==> src/rtl/dcoc_pkg.sv <==
// Shared widths and saturation helper for the DC offset canceller.
package dcoc_pkg;
    localparam int SMP_W  = 14;   // sample width
    localparam int FRAC_W = 13;   // guard fraction bits in the integrator
    localparam int EST_W  = 16;   // readback estimate width
    localparam int K_W    = 4;    // exponent field width
    localparam int K_MAX  = 13;   // largest effective exponent

    // Clamp a (SMP_W+1)-bit signed value into SMP_W-bit signed range.
    function automatic logic signed [SMP_W-1:0] sat_smp(input logic signed [SMP_W:0] v);
        logic signed [SMP_W:0] hi;
        logic signed [SMP_W:0] lo;
        hi = (SMP_W+1)'((1 << (SMP_W-1)) - 1);
        lo = -(SMP_W+1)'(1 << (SMP_W-1));
        if (v > hi)      return hi[SMP_W-1:0];
        else if (v < lo) return lo[SMP_W-1:0];
        else             return v[SMP_W-1:0];
    endfunction
endpackage

==> src/rtl/dcoc_tracker.sv <==
// Leaky integrator tracking the DC level of the sample stream.
// Assumes: FRAC_W >= K_MAX so the integer estimate settles within one LSB,
// and EST_W > SMP_W with EST_W <= SMP_W + FRAC_W.
module dcoc_tracker #(
    parameter int SMP_W  = dcoc_pkg::SMP_W,
    parameter int FRAC_W = dcoc_pkg::FRAC_W,
    parameter int EST_W  = dcoc_pkg::EST_W,
    parameter int K_W    = dcoc_pkg::K_W,
    parameter int K_MAX  = dcoc_pkg::K_MAX
) (
    input  logic                    clk,
    input  logic                    rst_n,
    input  logic                    smp_vld,
    input  logic signed [SMP_W-1:0] smp_in,
    input  logic        [K_W-1:0]   shift_k,
    output logic signed [SMP_W-1:0] dc_int,
    output logic        [EST_W-1:0] dc_est
);
    localparam int ACC_W = SMP_W + FRAC_W;
    localparam int DIF_W = ACC_W + 1;

    logic signed [ACC_W-1:0] acc_q;
    logic        [K_W-1:0]   k_eff;
    logic signed [DIF_W-1:0] target;
    logic signed [DIF_W-1:0] diff;
    logic signed [DIF_W-1:0] step;
    logic signed [DIF_W-1:0] acc_sum;

    // Clamp the exponent to the largest supported value.
    always_comb begin
        if (shift_k > K_W'(K_MAX)) k_eff = K_W'(K_MAX);
        else                       k_eff = shift_k;
    end

    // Compute the next integrator value from the error shifted by k.
    always_comb begin
        target  = {smp_in[SMP_W-1], smp_in, {FRAC_W{1'b0}}};
        diff    = target - {acc_q[ACC_W-1], acc_q};
        step    = diff >>> k_eff;
        acc_sum = {acc_q[ACC_W-1], acc_q} + step;
    end

    // Integrator register, cleared by reset, moves only on samples.
    always_ff @(posedge clk) begin
        if (!rst_n)       acc_q <= '0;
        else if (smp_vld) acc_q <= acc_sum[ACC_W-1:0];
    end

    // Integer part for subtraction, wider view for readback.
    assign dc_int = acc_q[ACC_W-1:FRAC_W];
    assign dc_est = acc_q[ACC_W-1:ACC_W-EST_W];

    assert_idle_hold_R11: assert property (@(posedge clk) disable iff (!rst_n)
        !smp_vld |=> $stable(acc_q));
    assert_k0_snap_R2: assert property (@(posedge clk) disable iff (!rst_n)
        (smp_vld && shift_k == '0) |=> (acc_q == {$past(smp_in), {FRAC_W{1'b0}}}));
endmodule

==> src/rtl/dcoc_apply.sv <==
// Subtracts the integer DC estimate from a sample and saturates, or passes
// the sample through when correction is off. One register stage.
module dcoc_apply #(
    parameter int SMP_W = dcoc_pkg::SMP_W
) (
    input  logic                    clk,
    input  logic                    rst_n,
    input  logic                    smp_vld,
    input  logic signed [SMP_W-1:0] smp_in,
    input  logic                    corr_en,
    input  logic signed [SMP_W-1:0] dc_int,
    output logic                    out_vld,
    output logic signed [SMP_W-1:0] out_smp
);
    localparam logic signed [SMP_W:0] MAX_V = (SMP_W+1)'((1 << (SMP_W-1)) - 1);

    logic signed [SMP_W:0]   wide_diff;
    logic signed [SMP_W-1:0] next_smp;

    // Form the corrected (clamped) or bypassed sample.
    always_comb begin
        wide_diff = {smp_in[SMP_W-1], smp_in} - {dc_int[SMP_W-1], dc_int};
        next_smp  = corr_en ? dcoc_pkg::sat_smp(wide_diff) : smp_in;
    end

    // Output register: value held between samples, strobe pulses.
    always_ff @(posedge clk) begin
        if (!rst_n) begin
            out_vld <= 1'b0;
            out_smp <= '0;
        end else begin
            out_vld <= smp_vld;
            if (smp_vld) out_smp <= next_smp;
        end
    end

    assert_bypass_R6: assert property (@(posedge clk) disable iff (!rst_n)
        (smp_vld && !corr_en) |=> (out_smp == $past(smp_in)));
    assert_clip_high_R7: assert property (@(posedge clk) disable iff (!rst_n)
        (smp_vld && corr_en && wide_diff > MAX_V) |=> (out_smp == MAX_V[SMP_W-1:0]));
    assert_hold_R10: assert property (@(posedge clk) disable iff (!rst_n)
        !smp_vld |=> $stable(out_smp));
endmodule

==> src/rtl/dcoc_readback.sv <==
// Two-byte coherent readback of the estimate: reading the low byte
// freezes the high byte for a later high-byte read.
module dcoc_readback #(
    parameter int EST_W = dcoc_pkg::EST_W
) (
    input  logic             clk,
    input  logic             rst_n,
    input  logic [EST_W-1:0] dc_est,
    input  logic             rb_req,
    input  logic             rb_sel,
    output logic [7:0]       rb_data
);
    logic [7:0] hi_hold;

    // Serve the requested byte and snapshot the high byte on a low read.
    always_ff @(posedge clk) begin
        if (!rst_n) begin
            hi_hold <= '0;
            rb_data <= '0;
        end else if (rb_req) begin
            if (!rb_sel) begin
                rb_data <= dc_est[7:0];
                hi_hold <= dc_est[15:8];
            end else begin
                rb_data <= hi_hold;
            end
        end
    end

    assert_snapshot_R9: assert property (@(posedge clk) disable iff (!rst_n)
        (rb_req && !rb_sel) |=> (hi_hold == $past(dc_est[15:8])));
    assert_hold_stable_R9: assert property (@(posedge clk) disable iff (!rst_n)
        !(rb_req && !rb_sel) |=> $stable(hi_hold));
endmodule

==> src/rtl/dc_offset_canceller.sv <==
// Top: DC tracker, correction stage and byte readback of the estimate.
// Assumes one sample per strobe; the corrected sample uses the estimate
// held before that sample's own update.
module dc_offset_canceller #(
    parameter int SMP_W  = dcoc_pkg::SMP_W,
    parameter int FRAC_W = dcoc_pkg::FRAC_W,
    parameter int EST_W  = dcoc_pkg::EST_W,
    parameter int K_W    = dcoc_pkg::K_W,
    parameter int K_MAX  = dcoc_pkg::K_MAX
) (
    input  logic                    clk,
    input  logic                    rst_n,
    input  logic                    smp_vld,
    input  logic signed [SMP_W-1:0] smp_in,
    input  logic        [K_W-1:0]   shift_k,
    input  logic                    corr_en,
    output logic                    corr_vld,
    output logic signed [SMP_W-1:0] corr_smp,
    input  logic                    rb_req,
    input  logic                    rb_sel,
    output logic [7:0]              rb_data
);
    logic signed [SMP_W-1:0] dc_int;
    logic        [EST_W-1:0] dc_est;

    dcoc_tracker #(.SMP_W(SMP_W), .FRAC_W(FRAC_W), .EST_W(EST_W),
                   .K_W(K_W), .K_MAX(K_MAX)) trk_i (
        .clk(clk), .rst_n(rst_n), .smp_vld(smp_vld), .smp_in(smp_in),
        .shift_k(shift_k), .dc_int(dc_int), .dc_est(dc_est));

    dcoc_apply #(.SMP_W(SMP_W)) app_i (
        .clk(clk), .rst_n(rst_n), .smp_vld(smp_vld), .smp_in(smp_in),
        .corr_en(corr_en), .dc_int(dc_int), .out_vld(corr_vld), .out_smp(corr_smp));

    dcoc_readback #(.EST_W(EST_W)) rb_i (
        .clk(clk), .rst_n(rst_n), .dc_est(dc_est), .rb_req(rb_req),
        .rb_sel(rb_sel), .rb_data(rb_data));

    assert_strobe_R10: assert property (@(posedge clk) disable iff (!rst_n)
        smp_vld |=> corr_vld);
    assert_no_spurious_R10: assert property (@(posedge clk) disable iff (!rst_n)
        !smp_vld |=> !corr_vld);
endmodule

==> config.mk <==
export PLATFORM = sky130hd
export DESIGN_NAME = dc_offset_canceller
export DESIGN_NICKNAME = d
export VERILOG_FILES = /design/src/rtl/dcoc_pkg.sv /design/src/rtl/dcoc_tracker.sv /design/src/rtl/dcoc_apply.sv /design/src/rtl/dcoc_readback.sv /design/src/rtl/dc_offset_canceller.sv
export SDC_FILE = /design/constraint.sdc
export NUM_CORES = 1
export LEC_CHECK = 0
export ABC_AREA = 1
export BUFFER_PORTS_ARGS = -buffer_cell sky130_fd_sc_hd__buf_2
export CAP_MARGIN = 20
export CORE_MARGIN = 5
export CORE_UTILIZATION = 35
export DETAILED_ROUTE_END_ITERATION = 8
export GPL_TIMING_DRIVEN = 1
export PLACE_DENSITY = 0.6
export SYNTH_ARGS = -nofsm -noshare
export SYNTH_HDL_FRONTEND = slang
export SYNTH_SLANG_ARGS = --single-unit
==> constraint.sdc <==
create_clock -name clk -period 3.9 [get_ports clk]
set_input_delay 0.195 -clock clk [delete_from_list [all_inputs] [get_ports clk]]
set_output_delay 0.195 -clock clk [all_outputs]
set_load 0.02 [all_outputs]
### After elaboration in Yosys (flattened, before gate mapping)

Index checks and enable logic that the tools add are counted.

| storage, ports and cells | value |
|---|---|
| bits in registers | 58 |
| input port bits | 24 |
| logic and storage cells | 19 |

| cells by class | value |
|---|---|
| $add $sub $neg | 3 |
| order comparisons | 3 |
| shift-type cells | 1 |
| muxes and demuxes | 5 |
| bitwise logic cells | 1 |
| reductions and logical operators | 1 |

Operators by type and width:

| cell | number |
|---|---|
| two-way mux 14 bit | 3 |
| >>> shifter 28 x 4 -> 27 bit | 1 |
| subtractor 27 x 27 -> 28 bit | 1 |
| adder 27 bit | 1 |
| > comparator 15 x 14 -> 1 bit, second input constant | 1 |
| < comparator 15 x 14 -> 1 bit, second input constant | 1 |
| subtractor 14 x 14 -> 15 bit | 1 |
| two-way mux 8 bit | 1 |
| > comparator 4 bit, second input constant | 1 |
| two-way mux 4 bit | 1 |
| AND reduction 2 bit | 1 |
| NOT 1 bit | 1 |

### Depth between registers and ports, before layout

Gate-level depths: netlist of run 1.

| logic depth | value |
|---|---|
| depth in word-level cells | 5 |
| mapped depth | 32 |

### By module

From an unflattened synthesis of run 1, not the netlist that was laid out.

| second synthesis, totals | value |
|---|---|
| cells, all modules | 1253 |
| area total of the unflattened synthesis | 7527.2 um2 |

By module, submodules not included:

| module | times used | cells each | area each (um2) | seq. area each (um2) |
|---|---|---|---|---|
| dcoc_tracker | 1 | 847 | 4948.5 | 540.5 |
| dcoc_apply | 1 | 284 | 1720.4 | 300.3 |
| dcoc_readback | 1 | 122 | 858.3 | 320.3 |

### Worst setup path before layout of run 1

OpenSTA, ideal clock, no wires.

| path | value |
|---|---|
| kind | flip-flop to flip-flop |
| start point | register trk_i.acc_q[14] |
| end point | register trk_i.acc_q[26] |
| arrival time | 3.737 ns |
| setup slack | 0.050 ns |
| cell stages (with the launch flop) | 29 |
| path through | dfxtp_1 > inv_1 > ha_1 > nand2_1 > nor2_1 > a21oi_2 > xnor2_1 > nand2_1 > o21ai_0 > nand2_1 > nand3_1 > o21ai_0 > o21ai_0 > ha_1 > inv_1 > fa_1 > o21ai_2 > nand2_1 > nand2_1 > nand2_1 > nand2_1 > a21oi_1 > or3_1 > nand3_1 > nand3_2 > nand2_1 > nor2_1 > nor2_1 > nor2_1 |

| between the ends | value |
|---|---|
| longest elaborated chain between the ends | 3 |

RTL lines:

| item | line | text |
|---|---|---|
| start, declared | dcoc_tracker.sv:22 | `logic signed [ACC_W-1:0] acc_q;` |
| start signal, assigned | dcoc_tracker.sv:46 | `else if (smp_vld) acc_q <= acc_sum[ACC_W-1:0];` |
| subtractor 27 x 27 -> 28 bit | dcoc_tracker.sv:38 | `diff = target - {acc_q[ACC_W-1], acc_q};` |
| >>> shifter 28 x 4 -> 27 bit | dcoc_tracker.sv:39 | `step = diff >>> k_eff;` |
| adder 27 bit (*) | dcoc_tracker.sv:40 | `acc_sum = {acc_q[ACC_W-1], acc_q} + step;` |

Every way passes the cells marked *; elsewhere a longest branch is shown, timed or not.
A chain may end at the register's enable or synchronous reset.

### Worst setup path in the final report of run 1

| path | value |
|---|---|
| start point | register trk_i.acc_q[1] |
| end point | register trk_i.acc_q[26] |

Same word-level chain as after synthesis.

==> reports/results.txt, run 1 <==
I/O pin count - 47
WL/cell - 16.2 um
Kind of critical path - flop to flop
Die Wd - 145 um
Failing checks - setup timing
Fmax - 253 MHz
Final setup vio count - 1
Gr ovfl total - 0
Skew-Pair Late Insertion Delay - 0.34 ns
Standard-cell rows - 49
Register bit total from synthesis - 58
RSZ-0062 raised after global routing - yes
Detailed-route via count - 8111
Initial core utilization - 0.355
Post-synth top area share - 0.182
Area Growth Syn to Fin - 61.1%
Worst slew pin tran - 0.744 ns
Port-buffer cells - 46
Max Fanout on Critical Path - 3
Antenna Violating Nets Remaining - 0
Critical Path AT - 4.18 ns
Reg power frac - 0.104
Post-synthesis sequential area ratio - 0.182
Tot Pwr - 7.69 mW
Switching part of the total power - 0.476
Worst reg2reg path depth - 29
Core box area - 18000 um2
N_diodes - 0
1st-pass router iterations - 6
Final hold violations - 0
Clock power share - 0.114
# H-tree levels - 3
Combinational Power Share - 0.781
Most frequent CP cell - nand2_1
First-pass GRT wire length - 37900 um
Endpoint class of the critical path - flop
Sw Pwr - 3.66 mW
Top FF cell, synth - dfxtp_1
FF+latch area - 1180 um2
Routability congestion estimate - 0.956
Filler cells - 1661
Synth area leader - dfxtp_1
CTS Buf Count - 9
Flop2flop setup slack - -0.05 ns
Initial antenna violation count - 0
Crit path launch - trk_i.acc_q[1]$_SDFFE_PN0P_
Fin cells - 1543
Crit path largest cell delay - 0.40 ns
R2r endpoint - trk_i.acc_q[26]$_SDFFE_PN0P_
WL final - 25100 um
Max_cap viols - 0
Root buf cell - clkbuf_16
WHS Path Cells - 3
Residual DRC - 0
Top delay family on crit path - simple AND/OR/NAND/NOR gates
Critical path required time - 4.13 ns
Syn Std Cell Area - 6380 um2
Int Pwr - 4.03 mW
Critical Path Slowest Stage Cell - or3_4
Clock tree buffer depth - 2
RR Startpoint - trk_i.acc_q[1]$_SDFFE_PN0P_
Final #Nets - 1379
Cell area after placement - 8290 um2
Worst Skew - 0.00570 ns
Slew headroom - 0.504
Avg Cell Area, Syn - 6.05 um2
Multi-input logic area - 5820 um2
Hold path startpoint - smp_in[13]
Max VDD drop - 493 uV
Tmin final - 3.95 ns
Die H - 145 um
Total clock sinks - 58
Synth Instances - 1054
Ratio of final minimum period to clock period - 1.01
TritonCTS clock tree - yes
Largest net degree at the start of global routing - 52
Worst Hold Class - input pin to flop
Status - finished with violations
Asr flop ratio synth - 0
Synth area leaders - dfxtp_1, nand2_1, ha_1
Pleak - 4.94 nW
Drt via density - 5.26
DIE AREA - 21000 um2
Worst setup margin - -0.0523 ns
Synth Warn # - 0
EDFF count, synth - 0
Placed cells - 1496
Cell area after layout - 10300 um2
Overall routing resource usage - 0.217
Vias in the first global route - 7438
Dpl hpwl - 18500 um
Reg clk slew, reported paths - 0.06 ns
Yosys cell types - 42
Slew Viols, Final - 0
WP buf/inv - 4
Synth Net Count - 1124
Pwr Density - 748 nW/um2
Hold Path Sink - app_i.out_smp[13]$_SDFFE_PN0P_
Setup crit start kind - flop
Layout cell share with drive strength beyond 1 - 0.468
Final Util - 0.572
Detailed Route Iter0 Violations - 823
## cell families (layout without fill, tap and decap cells)
kind of cell | Yosys count | count (layout) | share of synthesized area
simple gates | 421 | 421 | 0.278
compound gates | 287 | 287 | 0.260
buf+inv | 190 | 450 | 0.116
flops | 58 | 58 | 0.182
xor+xnor | 49 | 49 | 0.0673
fa+ha+maj | 46 | 46 | 0.0926
mux | 3 | 3 | 0.00471
## cell usage after synthesis, types with 3 or more instances
master    number
nand4_1        6
xor2_1        26
xnor2_1       23
ha_1          44
o211ai_1      36
clkbuf_1      29
a31o_2         3
dfxtp_1       58
mux2i_1        3
nand2_1      260
o21ai_1       34
inv_1        133
nor2_2         5
o21a_1         6
nand3_1       73
nor2_1        50
buf_2          7
or2_2          4
nand2_2        8
buf_1          6
a21oi_1      104
inv_2         12
o21ai_2       13
nor3_1         8
o21ai_0       76
## metrics by stage
step           hold WS [ns]  setup slack (ns)  setup TNS [ns]
2_1_floorplan         0.365            0.0500               0
5_1_grt               0.195            -0.312           -1.99
4_1_cts               0.186           0.00702               0
3_5_place_dp          0.456            -0.448           -3.81
6_report              0.197           -0.0523         -0.0523
3_3_place_gp          0.451            -0.478           -3.85
## state kept, by name, summed over array words and instances (netlist names)
register       flops
app_i.out_vld      1
app_i.out_smp     14
trk_i.acc_q       27
rb_i.rb_data       8
rb_i.hi_hold       8
## layout by cell type, fill, tap and decap left out, drive strengths merged
master / n
clkinv: 4
nor3: 8
nand3: 75
inv: 146
bufinv: 2
or3: 1
xnor2: 23
nor4: 2
o21a: 6
nand2: 268
dfxtp: 58
o21ai: 123
buf: 288
nor2: 57
nand4: 6
ha: 44
xor2: 26
a31oi: 2
a22oi: 2
o221ai: 1
clkbuf: 9
clkinvlp: 1
o21bai: 3
o221a: 1
a31o: 3
o31ai: 2
fa: 2
o211ai: 36
or2: 4
o211a: 1
mux2i: 3
a211oi: 1
a21oi: 106
## power by group through the flow
| stage | Combinational (mW) | Sequential (mW) | Clock [mW] |
|---|---|---|---|
| floorplan | 2.56 | 0.841 | 0 |
| global placement | 4.59 | 0.790 | 0 |
| detailed placement | 4.59 | 0.792 | 0 |
| CTS | 5.02 | 0.790 | 0.899 |
| global route | 6.48 | 0.819 | 0.924 |
| finish | 6.01 | 0.803 | 0.879 |
## metal layers
layer | track usage | up-vias | wire, um
met5 | 0 | - | 0
met3 | 0.0256 | 53 | 1200
met4 | 0.0669 | 0 | 685
met1 | 0.314 | 3796 | 11600
met2 | 0.339 | 258 | 11600
li1 | - | 4004 | -
## worst max-delay path by stage
stage	end	slack, ns	cells past startpoint
after floorplan	trk_i.acc_q[26]$_SDFFE_PN0P_	0.05	28
after CTS	trk_i.acc_q[26]$_SDFFE_PN0P_	0.007	29
after detailed placement	trk_i.acc_q[26]$_SDFFE_PN0P_	-0.45	29
final	trk_i.acc_q[26]$_SDFFE_PN0P_	-0.05	29
after global routing	trk_i.acc_q[26]$_SDFFE_PN0P_	-0.31	29
after global placement	trk_i.acc_q[22]$_SDFFE_PN0P_	-0.48	27
## area by class of cell
type,instances,share of cell area
well taps,229,0.0279
clock inverters,7,0.00998
multi-input cells,806,0.566
inverters,146,0.0536
flip-flops and latches,58,0.115
repair buffers,288,0.205
clock buffers,9,0.0219
## worst min-delay path: cells and delay by family
family	cells	cell delay, ns
buffers and inverters	1	0.10
AO/OA/AOI/OAI	2	0.20
## what timing repair did
action,4_1_cts,5_1_grt
gates cloned,0,0
pin swaps,37,61
hold buffers,0,0
endpoints found under the setup margin,18,21
setup buffers,14,18
gates resized for setup,125,223
No activity file was read; power rests on OpenSTA's default activity.
==> inputs of run 2 (changes only) <==
--- a/config.mk
+++ b/config.mk
@@ -15,4 +15,5 @@
 export PLACE_DENSITY = 0.6
 export SYNTH_ARGS = -nofsm -noshare
 export SYNTH_HDL_FRONTEND = slang
+export SYNTH_HIERARCHICAL = 1
 export SYNTH_SLANG_ARGS = --single-unit
==> run 2 against run 1 <==
The run still ends with setup timing left. Final cell count rose by 16%. Flip-flop and latch count did not move. Die area rose by 17%. Sequential share of layout area fell by 1.1 points. Clock power fell by 0.8%. Clock skew fell by 0.0012 ns. Area after synthesis rose by 18%. First-iteration DRC count fell by 42%. Hold slack improved by 0.025 ns. Global-route usage fell by 1.4 points. Routed wire length rose by 3.7%. Highest routed layer unchanged.
==> reports/results.txt, run 2 <==
Largest regs - trk_i/acc_q: 27 flops, app_i/out_smp: 14 flops
Tmin final - 4.13 ns (+0.173 ns)
Synth area leader - nand2_1
Drt via density - 4.94 (-6.1%)
R2r endpoint - trk_i/acc_q[26]$_SDFFE_PN0P_
WL/cell - 14.6 um (-10%)
Detailed-route via count - 8803 (+8.5%)
Critical path required time - 4.17 ns (+0.04 ns)
Switching part of the total power - 0.470 (-0.00657)
Worst Hold Class - input pin to flop
Synth area leaders - nand2_1, dfxtp_1, ha_1
Ratio of final minimum period to clock period - 1.06 (+0.0443)
Largest net degree at the start of global routing - 28 (-46%)
Worst reg2reg path depth - 34 (+17%)
Dpl hpwl - 19700 um (+6.4%)
Fmax - 242 MHz (-4.2%)
Synth Instances - 1253 (+19%)
EDFF count, synth - 0 (unchanged)
Fin cells - 1783 (+16%)
Post-synth top area share - 0.170 (-0.0119)
Sw Pwr - 3.61 mW (-1.5%)
Hold Path Sink - app_i/out_smp[13]$_SDFFE_PN0P_
Final #Nets - 1586 (+15%)
N_diodes - 0 (unchanged)
Die Wd - 157 um (+8.0%)
1st-pass router iterations - 5 (-1)
DIE AREA - 24500 um2 (+17%)
Top FF cell, synth - dfxtp_1
First-pass GRT wire length - 40300 um (+6.2%)
Residual DRC - 0 (unchanged)
Die H - 157 um (+8.0%)
Flop2flop setup slack - -0.23 ns (-0.17 ns)
Critical Path AT - 4.40 ns (+0.22 ns)
Max FFs per register - 27 (unchanged)
Layout cell share with drive strength beyond 1 - 0.425 (-0.0430)
Asr flop ratio synth - 0 (unchanged)
Final setup vio count - 13 (+12)
Crit path largest cell delay - 0.33 ns (-0.07 ns)
Register bit total from synthesis - 58 (unchanged)
Most frequent CP cell - nand2_2
Yosys cell types - 47 (+12%)
Most common cell in the netlist - nand2_1
Int Pwr - 4.07 mW (+1.2%)
Area Growth Syn to Fin - 48.9%
Hold path startpoint - corr_en
Antenna Violating Nets Remaining - 0 (unchanged)
Standard-cell rows - 53 (+8.2%)
Post-synthesis sequential area ratio - 0.154 (-0.0277)
Initial antenna violation count - 0 (unchanged)
Max VDD drop - 437 uV (-11%)
Total clock sinks - 58 (unchanged)
I/O pin count - 47 (unchanged)
Worst slew pin tran - 0.756 ns (+0.0116 ns)
# H-tree levels - 3 (unchanged)
Hold buffer count at cts - 0 (unchanged)
Reg clk slew, reported paths - 0.06 ns (about the same)
Synth Net Count - 1336 (+19%)
Combinational Power Share - 0.784 (+0.003)
Pleak - 5.68 nW (+15%)
Vias in the first global route - 8194 (+10%)
Reg power frac - 0.103 (about the same)
Syn Std Cell Area - 7530 um2 (+18%)
RR Startpoint - trk_i/acc_q[17]$_SDFFE_PN0P_
Overall routing resource usage - 0.203 (-0.0144)
Cell area after layout - 11200 um2 (+9.1%)
Most frequent cells in the layout - nand2_1, buf_4, inv_1, nor2_1, nand2_2
Synth Warn # - 6 (+6)
WHS Path Cells - 3 (unchanged)
Cell area after placement - 9340 um2 (+13%)
Final Util - 0.532 (-0.0406)
Slew Viols, Final - 0 (unchanged)
Setup TNS Final - -1.27 ns (-1.22 ns)
Most instantiated cells after synthesis - nand2_1, inv_1, nor2_1
Routability congestion estimate - 0.966 (+1.0%)
Critical Path Slowest Stage Cell - dfxtp_2
Final hold violations - 0 (unchanged)
Failing checks - setup timing
Initial core utilization - 0.357 (+0.00179)
Max_cap viols - 0 (unchanged)
Pwr Density - 685 nW/um2 (-8.4%)
Biggest register - trk_i/acc_q
Worst Skew - 0.00453 ns (-0.00117 ns)
Max Fanout on Critical Path - 3 (unchanged)
Most common cell after layout, fill and taps aside - nand2_1
Kind of critical path - flop to flop
Root buf cell - clkbuf_16
TritonCTS clock tree - yes
CTS Buf Count - 9 (unchanged)
Status - finished with violations
Hold_ws - 0.222 ns (+0.0252 ns)
Gr ovfl total - 0 (unchanged)
Worst setup margin - -0.225 ns (-0.173 ns)
Port-buffer cells - 46 (unchanged)
Endpoint class of the critical path - flop
Placed cells - 1730 (+16%)
Clock power share - 0.114 (about the same)
Setup crit start kind - flop
WL final - 26000 um (+3.7%)
Slew headroom - 0.496 (-0.00828)
Core box area - 21100 um2 (+17%)
Clock tree buffer depth - 2 (unchanged)
Avg Cell Area, Syn - 6.01 um2 (-0.75%)
Detailed Route Iter0 Violations - 474 (-42%)
Skew-Pair Late Insertion Delay - 0.34 ns (about the same)
RSZ-0062 raised after global routing - yes
run 2: critical path: cells and delay by family (launching register included):
| family | cells | cell delay, ns |
|---|---|---|
| buffers and inverters | 7 | 0.72 |
| AND/OR/NAND/NOR | 18 | 1.52 |
| XOR/XNOR | 1 | 0.12 |
| AO/OA/AOI/OAI | 6 | 0.82 |
| flip-flops | 1 | 0.33 |
| adder cells (fa/ha/maj) | 2 | 0.54 |
run 2: metrics by stage:
stage	setup WS (ns)	power (mW)
2_1_floorplan	0.154	3.64
3_3_place_gp	-0.646	5.40
3_5_place_dp	-0.589	5.42
4_1_cts	-0.0927	6.92
5_1_grt	-0.443	8.28
6_report	-0.225	7.68
run 2: final cells by class:
type | count | area, um2
fill | 2036 | 9880
multi-input combinational | 950 | 6460
timing repair buffer | 305 | 2220
sequential | 58 | 1170
inverter | 179 | 679
tap | 275 | 344
clock buffer | 9 | 225
clock inverter | 7 | 103
run 2: how the worst max path moves through the flow:
stage	start	endpoint	slack, ns
6_report	trk_i/acc_q[17]$_SDFFE_PN0P_	trk_i/acc_q[26]$_SDFFE_PN0P_	-0.23
5_1_grt	trk_i/acc_q[17]$_SDFFE_PN0P_	trk_i/acc_q[26]$_SDFFE_PN0P_	-0.44
4_1_cts	trk_i/acc_q[15]$_SDFFE_PN0P_	trk_i/acc_q[25]$_SDFFE_PN0P_	-0.09
3_5_place_dp	trk_i/acc_q[15]$_SDFFE_PN0P_	trk_i/acc_q[25]$_SDFFE_PN0P_	-0.59
3_3_place_gp	trk_i/acc_q[15]$_SDFFE_PN0P_	trk_i/acc_q[25]$_SDFFE_PN0P_	-0.65
2_1_floorplan	trk_i/acc_q[13]$_SDFFE_PN0P_	trk_i/acc_q[18]$_SDFFE_PN0P_	0.15
run 2: what timing repair did:
item,CTS,global route
resized for setup,145,169
endpoints found under the setup margin,20,20
buffers inserted,26,16
pin swaps,49,57
run 2: power groups by stage:
stage / clock, mW / combinational [mW] / sequential, mW
CTS: 0.893 / 5.24 / 0.787
global placement: 0 / 4.61 / 0.790
floorplan: 0 / 2.79 / 0.846
global route: 0.920 / 6.56 / 0.802
finish: 0.872 / 6.02 / 0.789
detailed placement: 0 / 4.63 / 0.793
run 2: cell families (layout without fill, tap and decap cells):
logic type | Yosys count | in the layout | synth area share
mux | 3 | 3 | 0.00399
fa+ha+maj | 59 | 59 | 0.100
flops | 58 | 58 | 0.154
simple gates | 611 | 611 | 0.361
xor+xnor | 47 | 47 | 0.0547
buf+inv | 245 | 500 | 0.147
compound gates | 230 | 230 | 0.180
run 2: metal layers:
metal	vias up	share of wire	track usage
li1	4501	-	-
met5	-	0	0
met1	4039	0.43	0.249
met3	65	0.041	0.0285
met4	0	0.039	0.0698
met2	198	0.49	0.362
